**config.mk**
```make
export PLATFORM = sky130hd
export DESIGN_NAME = sdh_ovh_drop
export DESIGN_NICKNAME = d
export VERILOG_FILES = /design/src/rtl/sdh_ovh_pkg.sv /design/src/rtl/sdh_frame_pos.sv /design/src/rtl/sdh_rate_gen.sv /design/src/rtl/sdh_ser_chan.sv /design/src/rtl/sdh_ovh_drop.sv
export SDC_FILE = /design/constraint.sdc
export NUM_CORES = 1
export LEC_CHECK = 0
export ABC_AREA = 0
export BUFFER_PORTS_ARGS = -buffer_cell sky130_fd_sc_hd__buf_2
export CAP_MARGIN = 25
export CORE_MARGIN = 4
export CORE_UTILIZATION = 41
export CTS_CLUSTER_DIAMETER = 60
export CTS_CLUSTER_SIZE = 40
export DETAILED_ROUTE_END_ITERATION = 10
export GPL_TIMING_DRIVEN = 0
export HOLD_SLACK_MARGIN = 0.08
export REMOVE_ABC_BUFFERS = 1
export SYNTH_ARGS = -nofsm -noshare
export SYNTH_HDL_FRONTEND = slang
export SYNTH_HIERARCHICAL = 1
export SYNTH_SLANG_ARGS = --single-unit
```
**constraint.sdc**
```tcl
create_clock -name clk -period 3.3 [get_ports clk]
set_clock_uncertainty 0.05 [all_clocks]
set_input_delay 0 -clock clk [delete_from_list [all_inputs] [get_ports clk]]
set_output_delay 0 -clock clk [all_outputs]
set_load 0.02 [all_outputs]
```
**src/rtl/sdh_ovh_pkg.sv**
```systemverilog
package sdh_ovh_pkg;
    localparam int ROWS      = 9;
    localparam int OW_PULSES = 8;
    localparam int RS_PULSES = 24;
    localparam int MS_PULSES = 72;
    localparam int RS_BYTES  = 3;
    localparam int MS_BYTES  = 9;
    // zero-based positions inside the overhead
    localparam int E1_ROW = 1, E1_COL = 3;
    localparam int F1_ROW = 1, F1_COL = 6;
    localparam int E2_ROW = 8, E2_COL = 6;
    localparam int RS_ROW = 2;
    localparam int MS_ROW0 = 5;
    localparam int SLOT_STEP = 3;
endpackage

```
**src/rtl/sdh_frame_pos.sv**
```systemverilog
module sdh_frame_pos
    import sdh_ovh_pkg::*;
#(
    parameter int COLS = 270,
    localparam int RW = $clog2(ROWS),
    localparam int CW = $clog2(COLS)
) (
    input  logic          clk,
    input  logic          rst_n,
    input  logic          fs_in,
    output logic [RW-1:0] row_c,
    output logic [CW-1:0] col_c,
    output logic          frame_start,
    output logic          run
);
    typedef struct packed {
        logic [RW-1:0] row;
        logic [CW-1:0] col;
        logic          seen;
    } pos_t;

    pos_t s_q, s_d;
    logic wrap;

    always_comb begin
        s_d  = s_q;
        wrap = (s_q.row == RW'(ROWS - 1)) && (s_q.col == CW'(COLS - 1));
        if (fs_in) begin
            s_d.row = '0;
            s_d.col = '0;
        end else if (s_q.col == CW'(COLS - 1)) begin
            s_d.col = '0;
            s_d.row = wrap ? '0 : s_q.row + RW'(1);
        end else begin
            s_d.col = s_q.col + CW'(1);
        end
        run         = fs_in | s_q.seen;
        frame_start = fs_in | (s_q.seen & wrap);
        s_d.seen    = run;
        row_c       = s_d.row;
        col_c       = s_d.col;
    end

    always_ff @(posedge clk) begin
        if (!rst_n) s_q <= '0;
        else        s_q <= s_d;
    end
endmodule

```
**src/rtl/sdh_rate_gen.sv**
```systemverilog
module sdh_rate_gen #(
    parameter int FRAME_LEN = 2430,
    parameter int PULSES    = 8,
    localparam int AW = $clog2(FRAME_LEN + PULSES + 1)
) (
    input  logic clk,
    input  logic rst_n,
    input  logic run,
    input  logic frame_start,
    output logic pulse,
    output logic en_q
);
    typedef struct packed {
        logic [AW-1:0] acc;
        logic          en;
    } rate_t;

    rate_t s_q, s_d;
    logic [AW-1:0] sum;

    always_comb begin
        s_d = s_q;
        sum = s_q.acc + AW'(PULSES);
        if (frame_start)              s_d.acc = '0;
        else if (sum >= AW'(FRAME_LEN)) s_d.acc = sum - AW'(FRAME_LEN);
        else                          s_d.acc = sum;
        pulse    = run && (s_d.acc < AW'(PULSES));
        s_d.en   = pulse;
    end

    always_ff @(posedge clk) begin
        if (!rst_n) s_q <= '0;
        else        s_q <= s_d;
    end

    assign en_q = s_q.en;
endmodule

```
**src/rtl/sdh_ser_chan.sv**
```systemverilog
module sdh_ser_chan #(
    parameter int NBITS = 8
) (
    input  logic             clk,
    input  logic             rst_n,
    input  logic             load,
    input  logic             shift_en,
    input  logic [NBITS-1:0] load_val,
    output logic             sd_q
);
    typedef struct packed {
        logic [NBITS-1:0] shreg;
        logic             sd;
    } chan_t;

    chan_t s_q, s_d;
    logic [NBITS-1:0] src;

    always_comb begin
        s_d = s_q;
        src = load ? load_val : s_q.shreg;
        if (shift_en) begin
            s_d.sd    = src[NBITS-1];
            s_d.shreg = {src[NBITS-2:0], 1'b0};
        end else begin
            s_d.shreg = src;
        end
    end

    always_ff @(posedge clk) begin
        if (!rst_n) s_q <= '0;
        else        s_q <= s_d;
    end

    assign sd_q = s_q.sd;
endmodule

```
**src/rtl/sdh_ovh_drop.sv**
```systemverilog
module sdh_ovh_drop
    import sdh_ovh_pkg::*;
#(
    parameter int COLS = 270
) (
    input  logic       clk,
    input  logic       rst_n,
    input  logic       fs_in,
    input  logic [7:0] byte_in,
    output logic       ow_bit_en,
    output logic       ow_sync,
    output logic       e1_sd,
    output logic       f1_sd,
    output logic       e2_sd,
    output logic       rs_bit_en,
    output logic       rs_sd,
    output logic       ms_bit_en,
    output logic       ms_sd
);
    localparam int FRAME_LEN = ROWS * COLS;
    localparam int RW   = $clog2(ROWS);
    localparam int CW   = $clog2(COLS);
    localparam int RS_W = 8 * RS_BYTES;
    localparam int MS_W = 8 * MS_BYTES;
    localparam int RATE_PULSES [3] = '{OW_PULSES, RS_PULSES, MS_PULSES};

    typedef struct packed {
        logic [7:0]      e1;
        logic [7:0]      f1;
        logic [7:0]      e2;
        logic [RS_W-1:0] rs;
        logic [MS_W-1:0] ms;
        logic            sync;
    } cap_t;

    logic [RW-1:0] row_c;
    logic [CW-1:0] col_c;
    logic          frame_start, run;
    logic [2:0]    pulse, en_q;
    cap_t          s_q, s_d;

    sdh_frame_pos #(.COLS(COLS)) u_pos (
        .clk(clk), .rst_n(rst_n), .fs_in(fs_in),
        .row_c(row_c), .col_c(col_c),
        .frame_start(frame_start), .run(run)
    );

    for (genvar g = 0; g < 3; g++) begin : g_rate
        sdh_rate_gen #(.FRAME_LEN(FRAME_LEN), .PULSES(RATE_PULSES[g])) u_rate (
            .clk(clk), .rst_n(rst_n), .run(run), .frame_start(frame_start),
            .pulse(pulse[g]), .en_q(en_q[g])
        );
    end

    always_comb begin
        s_d = s_q;
        if (run) begin
            if (row_c == RW'(E1_ROW) && col_c == CW'(E1_COL)) s_d.e1 = byte_in;
            if (row_c == RW'(F1_ROW) && col_c == CW'(F1_COL)) s_d.f1 = byte_in;
            if (row_c == RW'(E2_ROW) && col_c == CW'(E2_COL)) s_d.e2 = byte_in;
            for (int k = 0; k < RS_BYTES; k++) begin
                if (row_c == RW'(RS_ROW) && col_c == CW'(SLOT_STEP * k))
                    s_d.rs[(RS_BYTES - 1 - k) * 8 +: 8] = byte_in;
            end
            for (int k = 0; k < MS_BYTES; k++) begin
                if (row_c == RW'(MS_ROW0 + k / 3) && col_c == CW'(SLOT_STEP * (k % 3)))
                    s_d.ms[(MS_BYTES - 1 - k) * 8 +: 8] = byte_in;
            end
        end
        if (frame_start)   s_d.sync = 1'b1;
        else if (pulse[0]) s_d.sync = 1'b0;
    end

    always_ff @(posedge clk) begin
        if (!rst_n) s_q <= '0;
        else        s_q <= s_d;
    end

    logic [7:0] ow_val [3];
    logic [2:0] ow_sd;
    assign ow_val[0] = s_q.e1;
    assign ow_val[1] = s_q.f1;
    assign ow_val[2] = s_q.e2;

    for (genvar g = 0; g < 3; g++) begin : g_ow
        sdh_ser_chan #(.NBITS(8)) u_chan (
            .clk(clk), .rst_n(rst_n), .load(frame_start), .shift_en(pulse[0]),
            .load_val(ow_val[g]), .sd_q(ow_sd[g])
        );
    end

    sdh_ser_chan #(.NBITS(RS_W)) u_rs (
        .clk(clk), .rst_n(rst_n), .load(frame_start), .shift_en(pulse[1]),
        .load_val(s_q.rs), .sd_q(rs_sd)
    );

    sdh_ser_chan #(.NBITS(MS_W)) u_ms (
        .clk(clk), .rst_n(rst_n), .load(frame_start), .shift_en(pulse[2]),
        .load_val(s_q.ms), .sd_q(ms_sd)
    );

    assign e1_sd     = ow_sd[0];
    assign f1_sd     = ow_sd[1];
    assign e2_sd     = ow_sd[2];
    assign ow_bit_en = en_q[0];
    assign rs_bit_en = en_q[1];
    assign ms_bit_en = en_q[2];
    assign ow_sync   = s_q.sync;
endmodule

```
==> impl_metrics.tcl, run 1 <==
set metrics [dict create \
    rr_worst_depth 14 \
    r2r_end "u_rs/s_q[23]" \
    reg2reg_from "g_rate[1].u_rate/s_q[4]" \
    setup_viol 0 \
    cp-end-kind "register" \
    ys_seq_area_frac 0.430 \
    drc 0 \
    root_buffer "clkbuf_16" \
    finalNetCount 1415 \
    ys.flop_type "dfxtp_1" \
    final_cell_count_no_fill 1851 \
    synth-seq-cells 296 \
    io_buffers 19 \
    worst-path-buf-inv 3 \
    drtAntennaViolNets 0 \
    routedWlPerCell_um 17.6 \
    ys_warn_count 6 \
    core_area_mm2 0.0329 \
    holdWs_ns 0.0525 \
    grt_pass1_wl_um 52200 \
    yosysUniqueCellTypes 100 \
    vias 10265 \
    worstMarginPinSlew_ns 1.03 \
    path_clk_slew_ns 0.09 \
    cp-endpoint "u_rs/s_q[23]" \
    cp_slowest_cell "or4_4" \
    arrival_ns 3.69 \
    rsz0062_at_grt "yes" \
    regToRegSetupSlack_ns 0.04 \
    min_path_cells 3 \
    totalWireLength_um 32600 \
    synth_top_area_share 0.430 \
    syn_to_final_growth_pct 15.3 \
    drv_cap 0 \
    grt_max_degree 113 \
    report.final.slew_viol_count 0 \
    vias_per_cell 5.55 \
    grt-ovfl-total 0 \
    grt_pass1_vias 9880 \
    fmax_ghz 0.307 \
    p_leak_nw 6.41 \
    cp.required_ns 3.73 \
    outcome "complete, no violations" \
    cts_max_level 1 \
    crit_chain "inv_4 -> ha_4 -> nand2_2 -> or4_4 -> and4_4 -> a211o_4 -> buf_6 -> a41o_1 -> nor3_2 -> o211ai_2 -> a21oi_4 -> buf_12 -> nand2_8 -> o22ai_1" \
    crit_cells 14 \
    timing.final.crit_share 0.987 \
    slowest_delay_ns 0.52 \
    first_pass_iters 5 \
    place_inst 1757 \
    antenna_found_initial 0 \
    yosysMostFrequentCell "dfxtp_1" \
    dieArea_mm2 0.0366 \
    p_per_area_mw_per_mm2 467 \
    cp_max_fo 23 \
    period_minus_slack_ns 3.26 \
    gp_congestion 0.842 \
    postSynthAreaPerCell_um2 10.0 \
    tritoncts "built" \
    tns_ns 0 \
    startpoint_type "register" \
    placementRows 66 \
    dieWidth_um 191 \
    drive_gt1_frac 0.189 \
    ir_drop_v 0.000410 \
    first_iter_violations 593 \
    postLayoutCoreUtil 0.483 \
    start_util 0.419 \
    relSlewSlack 0.312 \
    synth_cells 1372 \
    startpoint "g_rate[1].u_rate/s_q[4]" \
    pin_count 20 \
    p_total_mw 7.41 \
    die_h_um 191 \
    cts_buffer_depth 3 \
    finalHoldViolations 0 \
    crit_family "simple AND/OR/NAND/NOR gates" \
    hp-class "in -> reg" \
    yosys.area.top_type "dfxtp_1" \
    syn_area_mm2 0.0138 \
    clock_latency_ns 0.54 \
    synth_edf_count 0 \
    cts_buffers 24 \
    synth_common_cells "dfxtp_1, mux2i_1, nand2_1" \
    diodes 0 \
    grtUsageTotal 0.172 \
    hpwl_um 17900 \
    ys_async_sr_fraction 0 \
    crit_type "reg -> reg" \
    synthTopCellsByArea "dfxtp_1, mux2i_1, o22ai_1" \
    clock-sinks 296 \
]
-- worst min-delay path by stage --
stage	startpoint	endpoint	slack, ns
floorplan	rst_n	ow_sync	0.07
global placement	g_rate[2].u_rate/en_q	ms_bit_en	0.37
detailed placement	g_rate[1].u_rate/en_q	rs_bit_en	0.37
CTS	byte_in[2]	s_q[67]	0.34
global route	byte_in[6]	s_q[71]	0.11
finish	byte_in[6]	s_q[71]	0.05
-- state kept, by name (all words and copies together), names as in the netlist, 3 cells and up --
name and flops:
g_rate.u_rate/s_q 33, u_pos/s_q 14, u_rs/s_q 24, s_q 96, ow_val 24, g_ow.u_chan/s_q 24
g_rate.u_rate/en_q 3, g_ow.u_chan/sd_q 3, u_ms/s_q 72
-- placed cells by master, fill, tap and decap left out, types with 26 or more instances in the layout --
cell type	instances
dfxtp_1	286
o21ai_0	28
nor2_1	55
mux2i_1	243
o22ai_1	100
buf_4	32
nand2_1	178
a21oi_1	36
clkbuf_16	26
-- per-stage QoR --
stage          setup slack, ns  area (µm²)
3_5_place_dp             -1.35       14000
6_report                0.0417       15900
3_3_place_gp             -7.98       13800
2_1_floorplan            -4.76       13200
4_1_cts                0.00395       15400
5_1_grt                -0.0873       15900
-- report_power, final --
part           internal, mW  total [mW]  switching [mW]
sequential             3.58        3.61          0.0269
combinational         0.218       0.593           0.375
clock                  1.61        3.21            1.60
total                  5.41        7.41            2.00
-- worst register-to-register path, cell delays in order (launching register included) --
cell and delay (ns):
dfxtp_4 0.38, inv_4 0.09, ha_4 0.17, nand2_2 0.07, or4_4 0.52, and4_4 0.17
a211o_4 0.36, buf_6 0.13, a41o_1 0.21, nor3_2 0.23, o211ai_2 0.14, a21oi_4 0.20
buf_12 0.14, nand2_8 0.14, o22ai_1 0.21
-- kinds of logic (layout without fill, tap and decap cells) --
| logic type | count (synthesis) | after routing | share of synthesized area |
|---|---|---|---|
| flops | 296 | 296 | 0.430 |
| simple gates | 414 | 421 | 0.172 |
| compound gates | 260 | 262 | 0.129 |
| xor+xnor | 43 | 43 | 0.0309 |
| mux | 244 | 244 | 0.177 |
| buf+inv | 102 | 130 | 0.0488 |
| fa+ha+maj | 13 | 13 | 0.0118 |
-- cell type report --
type                       count  area [µm²]
fill                        3108       17000
multi-input combinational    983        7750
sequential                   296        5950
timing repair buffer          67         643
clock buffer                  25         626
tap                          442         553
clock inverter                19         280
inverter                      19        76.3
-- layer usage --
layer / GRT usage / wire, µm
met1: 0.239 / 15700
met2: 0.288 / 15300
met3: 0.0208 / 1020
met4: 0.0370 / 546
met5: 0 / 0
-- repair_timing --
action,4_1_cts,5_1_grt
pin swaps,7,37
hold endpoints to repair,53,0
endpoints found under the setup margin,175,198
cloned,9,2
resized for setup,63,50
hold buffers,2,0
buffers inserted,13,23
Note: power is estimated with default switching activity, not from simulation.
==> inputs of run 2 (changes only) <==
--- a/config.mk
+++ b/config.mk
@@ -15,6 +15,7 @@
 export DETAILED_ROUTE_END_ITERATION = 10
 export GPL_TIMING_DRIVEN = 0
 export HOLD_SLACK_MARGIN = 0.08
+export RECOVER_POWER = 50
 export REMOVE_ABC_BUFFERS = 1
 export SYNTH_ARGS = -nofsm -noshare
 export SYNTH_HDL_FRONTEND = slang
==> run 2 against run 1 <==
Compared with the run above: flip-flop and latch count unchanged; highest routed layer unchanged; wire length barely moved; sequential share of layout area about the same; clock power hardly changed.
==> impl_metrics.tcl, run 2 (synthesis gave the netlist of run 1 again) <==
set metrics [dict create \
    place_inst 1757 \
    clock-sinks 296 \
    timing.final.crit_share 0.987 \
    period_minus_slack_ns 3.26 \
    setup_viol 0 \
    syn_to_final_growth_pct 15.2 \
    reg_top3 "s_q: 96 flops, u_ms/s_q: 72 flops, g_rate.u_rate/s_q: 33 flops" \
    grtUsageTotal 0.172 \
    crit_chain "inv_4 -> ha_4 -> nand2_2 -> or4_4 -> and4_4 -> a211o_4 -> buf_6 -> a41o_1 -> nor3_2 -> o211ai_2 -> a21oi_4 -> buf_12 -> nand2_8 -> o22ai_1" \
    fmax_ghz 0.307 \
    report.final.slew_viol_count 0 \
    p_per_area_mw_per_mm2 467 \
    dieWidth_um 191 \
    arrival_ns 3.68 \
    worstMarginPinSlew_ns 1.04 \
    antenna_found_initial 0 \
    hpwl_um 17900 \
    outcome "complete, no violations" \
    startpoint_type "register" \
    finalNetCount 1415 \
    root_buffer "clkbuf_16" \
    final_cell_mix "dfxtp_1, mux2i_1, nand2_1" \
    drive_gt1_frac 0.183 \
    crit_type "reg -> reg" \
    placementRows 66 \
    vias_per_cell 5.56 \
    holdWs_ns 0.0561 \
    die_h_um 191 \
    clock_latency_ns 0.54 \
    drv_cap 0 \
    first_pass_iters 5 \
    routedWlPerCell_um 17.6 \
    hp-class "in -> reg" \
    cts_buffer_depth 3 \
    cp.required_ns 3.73 \
    cp-end-kind "register" \
    grt_pass1_wl_um 52200 \
    cts_buffers 24 \
    grt-ovfl-total 0 \
    diodes 0 \
    post-route-cell-area_mm2 0.0159 \
    tritoncts "built" \
    start_util 0.419 \
    p_total_mw 7.41 \
    cts_max_level 1 \
    postLayoutCoreUtil 0.483 \
    ir_drop_v 0.000409 \
    postPlaceCellArea_mm2 0.0140 \
    cp_max_fo 23 \
    final_cell_count_no_fill 1851 \
    largest_register_ffs 96 \
    slowest_delay_ns 0.52 \
    gp_congestion 0.842 \
    pin_count 20 \
    crit_family "simple AND/OR/NAND/NOR gates" \
    regMostFlops "s_q" \
    relSlewSlack 0.308 \
    path_clk_slew_ns 0.09 \
    worst-path-buf-inv 3 \
    rsz0062_at_grt "yes" \
    dieArea_mm2 0.0366 \
    grt_max_degree 113 \
    totalWireLength_um 32600 \
    io_buffers 19 \
    drc 0 \
    cp_slowest_cell "or4_4" \
    finalHoldViolations 0 \
    vias 10283 \
    p_leak_nw 6.37 \
    core_area_mm2 0.0329 \
    grt_pass1_vias 9880 \
    drtAntennaViolNets 0 \
    mostFrequentLayoutCell "dfxtp_1" \
    first_iter_violations 595 \
]
run 2: worst reg2reg max path: stages (launching register included):
cell      delay, ns
dfxtp_4        0.38
inv_4          0.09
ha_4           0.17
nand2_2        0.07
or4_4          0.52
and4_4         0.17
a211o_4        0.36
buf_6          0.13
a41o_1         0.21
nor3_2         0.23
o211ai_2       0.14
a21oi_4        0.20
buf_12         0.14
nand2_8        0.14
o22ai_1        0.21
run 2: worst paths after layout:
check / from / to / slack (ns) / depth (start not counted)
min reg2reg: s_q[62] / s_q[62] / 0.41 / 2
min: byte_in[6] / s_q[71] / 0.06 / 3
max reg2reg: g_rate[1].u_rate/s_q[4] / u_rs/s_q[23] / 0.04 / 14
max: g_rate[1].u_rate/s_q[4] / u_rs/s_q[23] / 0.04 / 14
run 2: timing repair:
action	in CTS	in global routing
setup endpoints to repair	175	198
buffers inserted	13	23
gates resized for setup	63	50
cloned	9	2
hold buffers	2	0
endpoints found under the hold margin	53	0
pin swaps	7	37
run 2: power by group:
group	internal [mW]	switching, mW
Combinational	0.215	0.376
Sequential	3.58	0.0274
Clock	1.61	1.60
Total	5.41	2.00
run 2: final cells by class:
| cell class | count | area [µm²] |
|---|---|---|
| fillers | 3111 | 17000 |
| multi-input cells | 983 | 7750 |
| flip-flops and latches | 296 | 5950 |
| repair buffers | 67 | 632 |
| clock buffers | 25 | 626 |
| well taps | 442 | 553 |
| clock inverters | 19 | 280 |
| inverters | 19 | 76.3 |
run 2: per-layer routing:
metal	global-route usage	part of all wire	vias to the layer above	routed length, µm
met3	0.0208	0.032	35	1050
met4	0.0370	0.017	0	546
li1	-	-	5068	-
met5	0	0	-	0
met2	0.288	0.47	162	15400
met1	0.239	0.48	5018	15700
run 2: stage by stage:
| step | TNS (ns) | worst slack [ns] |
|---|---|---|
| floorplan | -691.31 | -4.76 |
| global placement | -1291.83 | -7.98 |
| detailed placement | -76.84 | -1.35 |
| CTS | 0 | 0.00395 |
| global route | -2.34 | -0.0873 |
| finish | 0 | 0.0443 |
==> inputs of run 3 (changes only) <==
--- a/config.mk
+++ b/config.mk
@@ -15,6 +15,7 @@
 export DETAILED_ROUTE_END_ITERATION = 10
 export GPL_TIMING_DRIVEN = 0
 export HOLD_SLACK_MARGIN = 0.08
+export MAX_ROUTING_LAYER = met4
 export RECOVER_POWER = 50
 export REMOVE_ABC_BUFFERS = 1
 export SYNTH_ARGS = -nofsm -noshare
==> constraint.sdc (replaced) <==
create_clock -name clk -period 3.4 [get_ports clk]
set_clock_uncertainty 0.05 [all_clocks]
set_input_delay 0 -clock clk [delete_from_list [all_inputs] [get_ports clk]]
set_output_delay 0 -clock clk [all_outputs]
set_load 0.02 [all_outputs]
==> run 3 against run 2 <==
Compared with the run above: final area fell by 1.2%; via count fell by 0.73%; flip-flop and latch count did not move; clock-buffer cell count did not move; utilization fell by 0.60 points; sequential share of layout area rose by 0.44 points; register-to-register slack improved by 0.05 ns; die area did not move; clock power fell by 3%; combinational power fell by 5.9%; power fell by 3.2%; critical endpoint is now u_rs/s_q[4]; largest cell class unchanged; largest power group unchanged.
==> impl_metrics.tcl, run 3 (synthesis gave the netlist of run 1 again) <==
set metrics [dict create \
    outcome "complete, no violations" \
    final_cell_mix "dfxtp_1, mux2i_1, nand2_1" \
    startpoint_type "register" \
    regMostFlops "s_q" \
    totalWireLength_um 32200 \
    mostFrequentLayoutCell "dfxtp_1" \
    min_path_cells 3 \
    arrival_ns 3.67 \
    slowest_delay_ns 0.51 \
    min_to "s_q[71]" \
    syn_to_final_growth_pct 13.8 \
    fmax_ghz 0.303 \
    drive_gt1_frac 0.160 \
    root_buffer "clkbuf_16" \
    cts_buffer_depth 3 \
    diodes 0 \
    drv_cap 0 \
    pin_count 20 \
    vias 10208 \
    timing.final.crit_share 0.971 \
    r2r_end "u_rs/s_q[4]" \
    tritoncts "built" \
    gp_congestion 0.855 \
    largest_register_ffs 96 \
    worstMarginPinSlew_ns 1.12 \
    cp.required_ns 3.77 \
    setup_viol 0 \
    clock_latency_ns 0.55 \
    vias_per_cell 5.54 \
    cts_buffers 24 \
    antenna_found_initial 0 \
    hp-class "in -> reg" \
    dieWidth_um 191 \
    grt_pass1_vias 9803 \
    core_area_mm2 0.0329 \
    rr_worst_depth 14 \
    hp-start "byte_in[6]" \
    p_per_area_mw_per_mm2 458 \
    period_minus_slack_ns 3.30 \
    io_buffers 19 \
    regToRegSetupSlack_ns 0.1 \
    start_util 0.419 \
    post-route-cell-area_mm2 0.0157 \
    hpwl_um 17900 \
    crit_type "reg -> reg" \
    placementRows 66 \
    grtUsageTotal 0.176 \
    reg_top3 "s_q: 96 flops, u_ms/s_q: 72 flops, g_rate.u_rate/s_q: 33 flops" \
    crit_chain "inv_4 -> ha_2 -> nand2_2 -> or4_4 -> and4_4 -> a211o_4 -> buf_4 -> a41o_1 -> nor3_2 -> o211ai_2 -> a21oi_4 -> buf_12 -> nand2b_4 -> o22ai_1" \
    p_leak_nw 6.32 \
    report.final.slew_viol_count 0 \
    cp_max_fo 6 \
    clock-sinks 296 \
    cp_slowest_cell "or4_4" \
    grt-ovfl-total 0 \
    drtAntennaViolNets 0 \
    p_total_mw 7.18 \
    reg2reg_from "g_rate[1].u_rate/s_q[4]" \
    postPlaceCellArea_mm2 0.0140 \
    path_clk_slew_ns 0.08 \
    die_h_um 191 \
    ir_drop_v 0.000402 \
    first_iter_violations 606 \
    finalNetCount 1406 \
    relSlewSlack 0.246 \
    grt_max_degree 113 \
    drc 0 \
    dieArea_mm2 0.0366 \
    first_pass_iters 5 \
    cts_max_level 1 \
    finalHoldViolations 0 \
    cp-end-kind "register" \
    grt_pass1_wl_um 51900 \
    routedWlPerCell_um 17.5 \
]
-- run 3: cell count changes in the layout (fill, tap and decap cells not counted), moves of 2 or more --
cell | before | now
nand2_4 | 2 | 0
dfxtp_1 | 286 | 288
o22ai_1 | 100 | 115
o22ai_2 | 16 | 1
buf_4 | 32 | 25
-- run 3: per-layer routing --
layer / GRT usage / vias up / share of wire
met4: 0.0387 / 0 / 0.017
met3: 0.0210 / 40 / 0.029
li1: - / 5043 / -
met5: - / - / 0
met2: 0.284 / 144 / 0.47
met1: 0.239 / 4981 / 0.48
-- run 3: cell type report --
| cell class | instances | area, µm² |
|---|---|---|
| Clock buffer | 25 | 626 |
| Tap cell | 442 | 553 |
| Clock inverter | 19 | 280 |
| Sequential cell | 296 | 5950 |
| Multi-Input combinational cell | 982 | 7620 |
| Timing Repair Buffer | 59 | 567 |
| Fill cell | 3136 | 17200 |
| Inverter | 19 | 76.3 |
-- run 3: power by group --
part | total, mW | leakage (nW) | internal (mW) | switching [mW]
logic | 0.555 | 3.49 | 0.202 | 0.353
registers | 3.51 | 2.39 | 3.48 | 0.0259
clock network | 3.12 | 0.436 | 1.56 | 1.56
total | 7.18 | 6.32 | 5.24 | 1.94
-- run 3: worst max path at each step --
stage                       startpoint  slack, ns                    end  cells past startpoint
6_report       g_rate[1].u_rate/s_q[4]        0.1            u_rs/s_q[4]                     14
5_1_grt        g_rate[1].u_rate/s_q[5]      -0.03            u_rs/s_q[2]                     14
3_5_place_dp   g_rate[1].u_rate/s_q[4]      -1.25           u_rs/s_q[18]                     12
4_1_cts        g_rate[0].u_rate/s_q[5]      0.002  g_ow[2].u_chan/s_q[6]                     11
3_3_place_gp              u_pos/s_q[6]      -7.88            u_ms/s_q[9]                      9
2_1_floorplan             u_pos/s_q[5]      -4.66           u_ms/s_q[10]                      9
-- run 3: worst max-delay path, delay by kind of cell, from the launching register on --
| kind | cells | cell delay [ns] |
|---|---|---|
| compound gates | 5 | 1.03 |
| buf+inv | 3 | 0.36 |
| fa+ha+maj | 1 | 0.19 |
| flops | 1 | 0.37 |
| simple gates | 5 | 1.18 |
-- run 3: per-stage QoR --
step	hold slack, ns	std cells	setup TNS, ns	setup WS [ns]	utilization
final	0.0498	1842	0	0.0989	0.477
after floorplan	0.0675	1289	-671.91	-4.66	-
after detailed placement	0.369	1757	-62.22	-1.25	0.426
after global routing	0.107	1842	-0.346	-0.0304	0.477
after global placement	0.368	1750	-1263.63	-7.88	0.421
after CTS	0.343	1819	0	0.00167	0.466
-- run 3: repair_timing --
item / CTS / global route
hold buffers: 2 / 0
buffers inserted: 7 / 21
hold endpoints to repair: 53 / 0
gates cloned: 9 / 1
gates resized for setup: 45 / 45
endpoints found under the setup margin: 126 / 225
pin swaps: 6 / 14
